File: config.mk
export PLATFORM = sky130hd
export DESIGN_NAME = stagebit_corrector
export DESIGN_NICKNAME = d
export VERILOG_FILES = /design/src/rtl/sbc_pkg.sv /design/src/rtl/sbc_coef_bank.sv /design/src/rtl/sbc_adder_tree.sv /design/src/rtl/sbc_saturate.sv /design/src/rtl/stagebit_corrector.sv
export SDC_FILE = /design/constraint.sdc
export NUM_CORES = 1
export LEC_CHECK = 0
export BUFFER_PORTS_ARGS = -buffer_cell sky130_fd_sc_hd__buf_4
export CAP_MARGIN = 0
export CORE_ASPECT_RATIO = 1.75
export CORE_MARGIN = 5
export CORE_UTILIZATION = 63
export DETAILED_ROUTE_END_ITERATION = 8
export HOLD_SLACK_MARGIN = 0.08
export PLACE_DENSITY = 0.91
export REMOVE_ABC_BUFFERS = 1
export SLEW_MARGIN = 20
export SYNTH_ARGS = -nofsm -noshare
export SYNTH_HDL_FRONTEND = slang
export SYNTH_SLANG_ARGS = --single-unit
File: constraint.sdc
create_clock -name clk -period 3.2 [get_ports clk]
set_input_delay 0.48 -clock clk [delete_from_list [all_inputs] [get_ports clk]]
set_output_delay 0.48 -clock clk [all_outputs]
set_load 0.005 [all_outputs]
File: src/rtl/sbc_pkg.sv
package sbc_pkg;
  localparam int unsigned STAGE_BITS_DEF = 15;
  localparam int unsigned COEF_BITS_DEF  = 18;
  localparam int unsigned FRAC_BITS_DEF  = 4;
  localparam int unsigned CODE_BITS_DEF  = 12;

  // number of registered adder levels needed to reduce n terms
  function automatic int unsigned tree_levels(input int unsigned n);
    return (n <= 1) ? 1 : $clog2(n);
  endfunction
endpackage

File: src/rtl/sbc_coef_bank.sv
module sbc_coef_bank #(
  parameter int unsigned N  = 15,
  parameter int unsigned W  = 18,
  parameter int unsigned AW = 4
) (
  input  logic           clk,
  input  logic           rst,
  input  logic           cal_active,
  input  logic           wr_en,
  input  logic [AW-1:0]  wr_addr,
  input  logic [W-1:0]   wr_data,
  output logic [N*W-1:0] coef_flat
);
  localparam logic [AW:0] N_LIM = (AW+1)'(N);

  logic [W-1:0] mem [N];
  logic         wr_ok;

  assign wr_ok = cal_active && wr_en && ({1'b0, wr_addr} < N_LIM);

  always_ff @(posedge clk) begin
    if (rst) begin
      for (int i = 0; i < int'(N); i++) mem[i] <= '0;
    end else if (wr_ok) begin
      mem[wr_addr] <= wr_data;
    end
  end

  for (genvar g = 0; g < int'(N); g++) begin : rd_g
    assign coef_flat[g*W +: W] = mem[g];
  end


  cal_gate_chk: assert property (@(posedge clk) disable iff (rst)
    !(cal_active && wr_en) |=> $stable(coef_flat));


  addr_range_chk: assert property (@(posedge clk) disable iff (rst)
    (wr_en && ({1'b0, wr_addr} >= N_LIM)) |=> $stable(coef_flat));
endmodule

File: src/rtl/sbc_adder_tree.sv
module sbc_adder_tree #(
  parameter int unsigned N     = 15,
  parameter int unsigned IN_W  = 18,
  parameter int unsigned OUT_W = 22
) (
  input  logic                    clk,
  input  logic                    rst,
  input  logic                    in_valid,
  input  logic [N*IN_W-1:0]       terms,
  output logic                    out_valid,
  output logic signed [OUT_W-1:0] sum
);
  localparam int unsigned DEPTH  = sbc_pkg::tree_levels(N);
  localparam int unsigned LEAVES = 1 << DEPTH;

  for (genvar l = 0; l <= int'(DEPTH); l++) begin : lvl_g
    localparam int unsigned CNT = LEAVES >> l;
    if (l == 0) begin : stg
      logic signed [OUT_W-1:0] n [CNT];
      logic                    v;
      always_comb begin
        v = in_valid;
        for (int j = 0; j < int'(N); j++)
          n[j] = OUT_W'($signed(terms[j*IN_W +: IN_W]));
        for (int j = int'(N); j < int'(CNT); j++)
          n[j] = '0;
      end
    end else begin : stg
      logic signed [OUT_W-1:0] n [CNT];
      logic                    v;
      always_ff @(posedge clk) begin
        if (rst) v <= 1'b0;
        else     v <= lvl_g[l-1].stg.v;
        for (int j = 0; j < int'(CNT); j++)
          n[j] <= lvl_g[l-1].stg.n[2*j] + lvl_g[l-1].stg.n[2*j+1];
      end


      lvl_valid_chk: assert property (@(posedge clk) disable iff (rst)
        v |-> $past(lvl_g[l-1].stg.v));
    end
  end

  assign sum       = lvl_g[DEPTH].stg.n[0];
  assign out_valid = lvl_g[DEPTH].stg.v;
endmodule

File: src/rtl/sbc_saturate.sv
module sbc_saturate #(
  parameter int unsigned IN_W   = 22,
  parameter int unsigned FRAC   = 4,
  parameter int unsigned CODE_W = 12
) (
  input  logic                   clk,
  input  logic                   rst,
  input  logic                   in_valid,
  input  logic signed [IN_W-1:0] sum,
  output logic                   out_valid,
  output logic [CODE_W-1:0]      out_code,
  output logic                   out_over
);
  localparam int unsigned RW = IN_W + 1 - FRAC;
  localparam logic signed [IN_W:0]  HALF = (IN_W+1)'(1 << (FRAC - 1));
  localparam logic signed [RW-1:0]  TOP  = RW'((1 << CODE_W) - 1);

  logic signed [IN_W:0]  biased;
  logic signed [RW-1:0]  rounded;

  assign biased  = {sum[IN_W-1], sum} + HALF;
  assign rounded = RW'(biased >>> FRAC);

  always_ff @(posedge clk) begin
    if (rst) begin
      out_valid <= 1'b0;
      out_code  <= '0;
      out_over  <= 1'b0;
    end else begin
      out_valid <= in_valid;
      if (!in_valid) begin
        out_over <= 1'b0;
      end else if (rounded < 0) begin
        out_code <= '0;
        out_over <= 1'b1;
      end else if (rounded > TOP) begin
        out_code <= '1;
        out_over <= 1'b1;
      end else begin
        out_code <= rounded[CODE_W-1:0];
        out_over <= 1'b0;
      end
    end
  end


  clamp_rail_chk: assert property (@(posedge clk) disable iff (rst)
    out_over |-> (out_code == '0 || out_code == '1));


  idle_hold_chk: assert property (@(posedge clk) disable iff (rst)
    !in_valid |=> (!out_over && $stable(out_code)));
endmodule

File: src/rtl/stagebit_corrector.sv
module stagebit_corrector #(
  parameter int unsigned N_STAGE = sbc_pkg::STAGE_BITS_DEF,
  parameter int unsigned COEF_W  = sbc_pkg::COEF_BITS_DEF,
  parameter int unsigned FRAC_W  = sbc_pkg::FRAC_BITS_DEF,
  parameter int unsigned CODE_W  = sbc_pkg::CODE_BITS_DEF,
  parameter int unsigned AW      = $clog2(N_STAGE)
) (
  input  logic              clk,
  input  logic              rst,
  input  logic              cal_active,
  input  logic              coef_we,
  input  logic [AW-1:0]     coef_addr,
  input  logic [COEF_W-1:0] coef_wdata,
  input  logic              in_valid,
  input  logic [N_STAGE-1:0] in_raw,
  output logic              out_valid,
  output logic [CODE_W-1:0] out_code,
  output logic              out_over
);
  localparam int unsigned LEVELS = sbc_pkg::tree_levels(N_STAGE);
  localparam int unsigned SUM_W  = COEF_W + LEVELS;

  logic [N_STAGE*COEF_W-1:0] coef_flat;
  logic [N_STAGE-1:0]        raw_q;
  logic                      raw_v;
  logic [N_STAGE*COEF_W-1:0] terms_q;
  logic                      terms_v;
  logic                      sum_v;
  logic signed [SUM_W-1:0]   sum;

  sbc_coef_bank #(.N(N_STAGE), .W(COEF_W), .AW(AW)) bank_i (
    .clk(clk), .rst(rst), .cal_active(cal_active), .wr_en(coef_we),
    .wr_addr(coef_addr), .wr_data(coef_wdata), .coef_flat(coef_flat)
  );

  // capture the raw sample
  always_ff @(posedge clk) begin
    if (rst) raw_v <= 1'b0;
    else     raw_v <= in_valid;
    raw_q <= in_raw;
  end

  // gate each stage weight by its stage bit
  always_ff @(posedge clk) begin
    if (rst) terms_v <= 1'b0;
    else     terms_v <= raw_v;
    for (int i = 0; i < int'(N_STAGE); i++)
      terms_q[i*COEF_W +: COEF_W] <= raw_q[i] ? coef_flat[i*COEF_W +: COEF_W] : '0;
  end

  sbc_adder_tree #(.N(N_STAGE), .IN_W(COEF_W), .OUT_W(SUM_W)) tree_i (
    .clk(clk), .rst(rst), .in_valid(terms_v), .terms(terms_q),
    .out_valid(sum_v), .sum(sum)
  );

  sbc_saturate #(.IN_W(SUM_W), .FRAC(FRAC_W), .CODE_W(CODE_W)) sat_i (
    .clk(clk), .rst(rst), .in_valid(sum_v), .sum(sum),
    .out_valid(out_valid), .out_code(out_code), .out_over(out_over)
  );


  stage_valid_chk: assert property (@(posedge clk) disable iff (rst)
    terms_v |-> $past(raw_v));
endmodule

==> metrics.cfg, run 1 <==
[status]
status = finished clean

[clocking]
cts_tree = done
htree_levels = 3
cts_sinks = 877
ctsLongestPathBuffers = 3
numCtsBuffers = 75
cts-resized-gates = 0
clock_latency_ns = 0.61
clk_pin_slew_ns = 0.07
post_cts_buffers = 0
cts-root-buf = clkbuf_16

[sta]
period_minus_slack_ns = 2.90
tightest_slew_ns = 0.733
fin_ws_ns = 0.296
slew_viol_final = 0
setup_viol = 0
hold_slack_ns = 0.327
hold_viol_final = 0
slew_headroom_pct = 50.8
period_share_pct = 90.7
fin_skew_ns = 0.0194
rsz0062_at_grt = false
tns_ns = 0
fmax_ghz = 0.344

[die]
rows = 115
die_area_um2 = 62000
die_h_um = 326
core_area_um2 = 56300
fp.dieW_um = 190
start_util_pct = 63.7
io_pins = 56

[grt]
grt_antenna_before_repair = 2
global_route.overflow_total = 0
grt_util_all_layers_pct = 25.1
grt_pass1_vias = 23300
grt_max_degree = 30
grt_first_pass_wirelength_mm = 122

[worst_setup_path]
crit_path_start_kind = flop
arrival_ns = 3.40
ff2ff_setup_slack_ns = 0.30
endpoint_kind = flop
crit_type = flop to flop
r2r_cells = 12
critPathMaxFanout = 3
crit_required_ns = 3.70

[place]
dp_hpwl_mm = 53.3
io_buffer_count = 55
place_congestion = 0.927
post-place-ws_ns = 0.360
numPlacedInstances = 3892

[route]
wirelength_mm = 77.5
vias = 22700
antenna_left = 0
dr.pass1.iters = 8
drt_iter0_markers = 1220
post_drt_wl_per_cell_um = 19.1
viasPerCell = 5.60
drcViolationCount = 0

[run]
drv_cap = 0

[logic_synthesis]
synth_edf_count = 270
ys_warn_count = 0
ys_async_sr_fraction_pct = 0
ys_types = 81
ys.flop_type = dfxtp_1
netlist_area_um2 = 35900
syn_avg_cell_area_um2 = 11.5
ys_ff_latch = 877
synthCells = 3118
seq_area_frac_synth_pct = 56.5

[power]
p_per_area_nw_per_um2 = 788
leakagePower_uw = 0.0167
max-vdd-ir-drop_v = 0.000521

[layout]
layout_commonest_cell = dfxtp_1
synthToLayoutAreaGrowth_pct = 10.9
final_nets = 3545
diodes = 0
final_layout_size_suffix_gt1_share_pct = 7.97
layout_common_cells = dfxtp_1 (607), and2_1 (559), edfxtp_1 (270)
fin_util_pct = 70.7
instances_no_fill = 4047

[hold_path]
hold_class = flop to flop
hold_depth = 0

## cells in the mapped netlist (all sizes together), types with 18 or more instances
master	count	share of area (%)
a21oi	140	2.1
a21o	43	0.90
and3	18	0.31
xor2	58	1.4
and2	559	9.8
or3	26	0.47
xnor2	159	3.9
o21ai	95	1.4
dfxtp	607	34
a211oi	21	0.47
o31ai	21	0.50
edfxtp	270	23
nor3	67	0.96
o21a	51	1.1
inv	102	1.1
ha	265	9.2
nor2	171	1.8
nor2b	48	0.84
nand2b	37	0.65
or2	25	0.44
nand3	43	0.60
nand2	76	0.80
clkbuf	54	0.57
## final cells by class
type / instances / area (µm²)
Inverter: 102 / 383
Timing Repair Buffer: 87 / 693
Clock buffer: 101 / 2090
Sequential cell: 877 / 20300
Tap cell: 760 / 951
Multi-Input combinational cell: 2082 / 15000
Clock inverter: 38 / 397
Fill cell: 3621 / 16500
## worst max-delay path: stages (launching register included)
cell       delay, ns
dfxtp_1         0.34
ha_1            0.18
inv_1           0.07
fa_1            0.47
nor2b_1         0.15
o21ai_1         0.09
a21boi_1        0.25
o21ai_2         0.10
a2111oi_1       0.58
or3_1           0.23
a31o_1          0.16
a21oi_2         0.06
xnor2_1         0.12
## where the power goes
group | internal (µW) | total (µW) | switching (µW)
Combinational | 3640 | 8050 | 4420
Sequential | 13200 | 14200 | 984
Clock | 5130 | 9130 | 4000
Total | 21900 | 31300 | 9400
## cells by family after synthesis
| logic type | after synthesis | share of synthesized area (%) |
|---|---|---|
| AND/OR/NAND/NOR | 1095 | 17.2 |
| flip-flops | 877 | 56.5 |
| AO/OA/AOI/OAI | 488 | 9.23 |
| adder cells (fa/ha/maj) | 278 | 9.97 |
| XOR/XNOR | 217 | 5.30 |
| buffers and inverters | 159 | 1.68 |
| multiplexers | 4 | 0.112 |
## registers in the layout (all words and copies together) (netlist names)
| signal | cells |
|---|---|
| tree_i.out_valid | 1 |
| sat_i.out_code | 12 |
| tree_i.lvl_g.stg.v | 3 |
| terms_v | 1 |
| raw_v | 1 |
| raw_q | 15 |
| terms_q | 270 |
| bank_i.mem | 270 |
| sat_i.out_valid | 1 |
| sat_i.out_over | 1 |
| tree_i.lvl_g.stg.n | 302 |
## metal layers
layer  share of wire, %  track usage, %  wire length [µm]  vias up
li1                   -               -                 -    10900
met1                 35            26.0             27000    10900
met2                 54            47.3             41900      629
met3                4.2            3.02              3240      231
met4                7.0            15.4              5400        0
met5                  0               0                 0        -
## per-stage QoR
stage,power (µW),instance area [µm²]
2_1_floorplan,20100,35600
3_3_place_gp,21900,37100
3_5_place_dp,22200,37100
4_1_cts,31400,39800
5_1_grt,33000,39800
6_report,31300,39800
## final timing paths
kind / from / to
hold reg to reg: terms_q[254]$_SDFF_PN0_ / tree_i.lvl_g[1].stg.n[1][68]$_DFF_P_
setup reg to reg: tree_i.lvl_g[2].stg.n[2][0]$_DFF_P_ / tree_i.lvl_g[3].stg.n[0][42]$_DFF_P_
setup / recovery: tree_i.lvl_g[2].stg.n[2][0]$_DFF_P_ / tree_i.lvl_g[3].stg.n[0][42]$_DFF_P_
hold / removal: terms_q[254]$_SDFF_PN0_ / tree_i.lvl_g[1].stg.n[1][68]$_DFF_P_
## repair_timing
item	in CTS	in global routing
endpoints found under the setup margin	0	0
hold buffers	16	0
hold endpoints to repair	16	0
Note: power is estimated with default switching activity, not from simulation.
==> run 2: changes to the inputs <==
Settings changed: PLACE_DENSITY 0.91 to 0.8.
==> run 2 against run 1 <==
  * Maximum frequency fell by 1.2%
  * First-iteration DRC count is 20% lower
  * Critical endpoint unchanged
  * Highest routed layer unchanged
  * Clock-buffer cell count decreased by 2
  * Non-clock buffer count did not move
==> metrics.cfg, run 2 (same netlist as run 1, synthesis figures left out) <==
[die]
io_pins = 56  ; unchanged
fp.dieW_um = 190  ; unchanged
core_area_um2 = 56300  ; unchanged
die_h_um = 326  ; unchanged
start_util_pct = 63.7  ; unchanged
rows = 115  ; unchanged
die_area_um2 = 62000  ; unchanged

[route]
drt_iter0_markers = 972  ; -20%
vias = 22100  ; -2.4%
drcViolationCount = 0  ; unchanged
wirelength_mm = 76.2  ; -1.7%
viasPerCell = 5.47  ; -2.3%
antenna_left = 0  ; unchanged
dr.pass1.iters = 5  ; -3
post_drt_wl_per_cell_um = 18.8  ; -1.6%

[clocking]
cts_tree = done
cts_sinks = 877  ; unchanged
clock_latency_ns = 0.60  ; about the same
clk_pin_slew_ns = 0.06  ; about the same
ctsLongestPathBuffers = 3  ; unchanged
numCtsBuffers = 76  ; +1.3%
htree_levels = 3  ; unchanged
cts-resized-gates = 0  ; unchanged
cts-root-buf = clkbuf_16
post_cts_buffers = 0  ; unchanged

[worst_setup_path]
crit_path_cell_trace = ha_1 > inv_1 > fa_1 > nor2b_1 > o21ai_1 > a21boi_1 > o21ai_2 > a2111oi_1 > or3_1 > a31o_1 > a21oi_2 > xnor2_1
r2r_cells = 12  ; unchanged
critPathMaxFanout = 3  ; unchanged
crit_type = flop to flop
cp.buffers_inverters = 1  ; unchanged
crit_required_ns = 3.68  ; -0.02 ns
crit_family = compound AO/OA/AOI/OAI gates
reg2reg_to = tree_i.lvl_g[3].stg.n[0][42]$_DFF_P_
slowest_delay_ns = 0.69  ; +0.11 ns
ff2ff_setup_slack_ns = 0.26  ; -0.04 ns
crit_slowest_cell = a2111oi_1
crit_path_start_kind = flop
endpoint_kind = flop
arrival_ns = 3.42  ; +0.02 ns
timing.rr.start = tree_i.lvl_g[2].stg.n[2][0]$_DFF_P_

[run]
drv_cap = 0  ; unchanged

[grt]
grt_pass1_vias = 22700  ; -2.5%
grt_util_all_layers_pct = 24.6  ; -0.45 points
grt_antenna_before_repair = 1  ; -1
global_route.overflow_total = 0  ; unchanged
grt_first_pass_wirelength_mm = 119  ; -2.5%
grt_max_degree = 35  ; +17%

[layout]
layout_commonest_cell = dfxtp_1
final_layout_size_suffix_gt1_share_pct = 8.04  ; +0.066 points
layout_common_cells = dfxtp_1 (607), and2_1 (559), edfxtp_1 (270)
largest_register_ffs = 302  ; unchanged
diodes = 0  ; unchanged
top_register = tree_i.lvl_g.stg.n
final_nets = 3546  ; +0.028%
synthToLayoutAreaGrowth_pct = 11.0  ; about the same
top_regs = tree_i.lvl_g.stg.n (302), bank_i.mem (270), terms_q (270)

[sta]
rsz0062_at_grt = false
fmax_ghz = 0.340  ; -1.2%
slew_viol_final = 0  ; unchanged
slew_headroom_pct = 44.5  ; -6.2 points
period_share_pct = 91.8  ; +1.1 points
period_minus_slack_ns = 2.94  ; +0.0351 ns
fin_skew_ns = 0.0162  ; -0.00318 ns
setup_viol = 0  ; unchanged
tightest_slew_ns = 0.826  ; +0.0930 ns
hold_slack_ns = 0.120  ; -0.207 ns
hold_viol_final = 0  ; unchanged
tns_ns = 0  ; unchanged

[hold_path]
hold_class = input port to flop
min-delay-start = in_valid
hold_end = raw_v$_SDFF_PP0_
hold_depth = 2  ; +2

[status]
status = finished clean

[power]
max-vdd-ir-drop_v = 0.000508  ; -2.5%
p_per_area_nw_per_um2 = 795  ; +0.87%
leakagePower_uw = 0.0167  ; about the same

[place]
dp_hpwl_mm = 56.1  ; +5.1%
io_buffer_count = 55  ; unchanged
place_congestion = 0.926  ; -0.11%

run 2: cell types whose count changed in the layout (fill, tap and decap cells not counted), sizes merged:
cell and delta:
buf +1, clkbuf -2, bufinv +2, clkinvlp +2, inv -5, clkinv +1
dlygate4sd3 -1
run 2: timing repair:
item / CTS / global route
hold buffers: 15 / 0
setup endpoints to repair: 0 / 0
hold endpoints to repair: 15 / 0
run 2: worst max-delay path by stage:
stage	startpoint	end	slack, ns	cells past startpoint
6_report	tree_i.lvl_g[2].stg.n[2][0]$_DFF_P_	tree_i.lvl_g[3].stg.n[0][42]$_DFF_P_	0.26	12
5_1_grt	tree_i.lvl_g[2].stg.n[2][0]$_DFF_P_	tree_i.lvl_g[3].stg.n[0][42]$_DFF_P_	0.06	12
4_1_cts	tree_i.lvl_g[2].stg.n[2][0]$_DFF_P_	tree_i.lvl_g[3].stg.n[0][42]$_DFF_P_	0.25	12
3_5_place_dp	tree_i.lvl_g[2].stg.n[2][0]$_DFF_P_	tree_i.lvl_g[3].stg.n[0][42]$_DFF_P_	0.28	12
3_3_place_gp	tree_i.lvl_g[2].stg.n[2][0]$_DFF_P_	tree_i.lvl_g[3].stg.n[0][42]$_DFF_P_	0.32	12
2_1_floorplan	terms_q[180]$_SDFF_PN0_	tree_i.lvl_g[1].stg.n[1][38]$_DFF_P_	0.80	12
run 2: report_power, final:
part | total, µW | internal (µW) | switching (µW)
Clock | 9150 | 5260 | 3890
Sequential | 14200 | 13200 | 1010
Combinational | 8290 | 3630 | 4650
Total | 31600 | 22100 | 9560
run 2: stage by stage:
stage	instances	instance area, µm²	setup slack, ns	power, µW	util, %
2_1_floorplan	3061	35600	0.796	20100	-
3_3_place_gp	3893	37100	0.321	22300	66.0
3_5_place_dp	3893	37100	0.282	22600	66.0
6_report	4045	39800	0.261	31600	70.7
4_1_cts	4045	39800	0.250	31800	70.7
5_1_grt	4045	39800	0.0576	33300	70.7
run 2: metal layers:
metal	track usage (%)	vias up	routed length (µm)
met4	14.0	0	4830
li1	-	11000	-
met3	2.89	201	2380
met5	0	-	0
met2	46.7	422	41200
met1	25.9	10600	27700
run 2: cell type report:
type / count / area, µm²
clock inverter: 38 / 425
fill: 3885 / 16500
clock buffer: 99 / 2080
sequential: 877 / 20300
tap: 760 / 951
inverter: 102 / 383
timing repair buffer: 87 / 691
multi-input combinational: 2082 / 15000
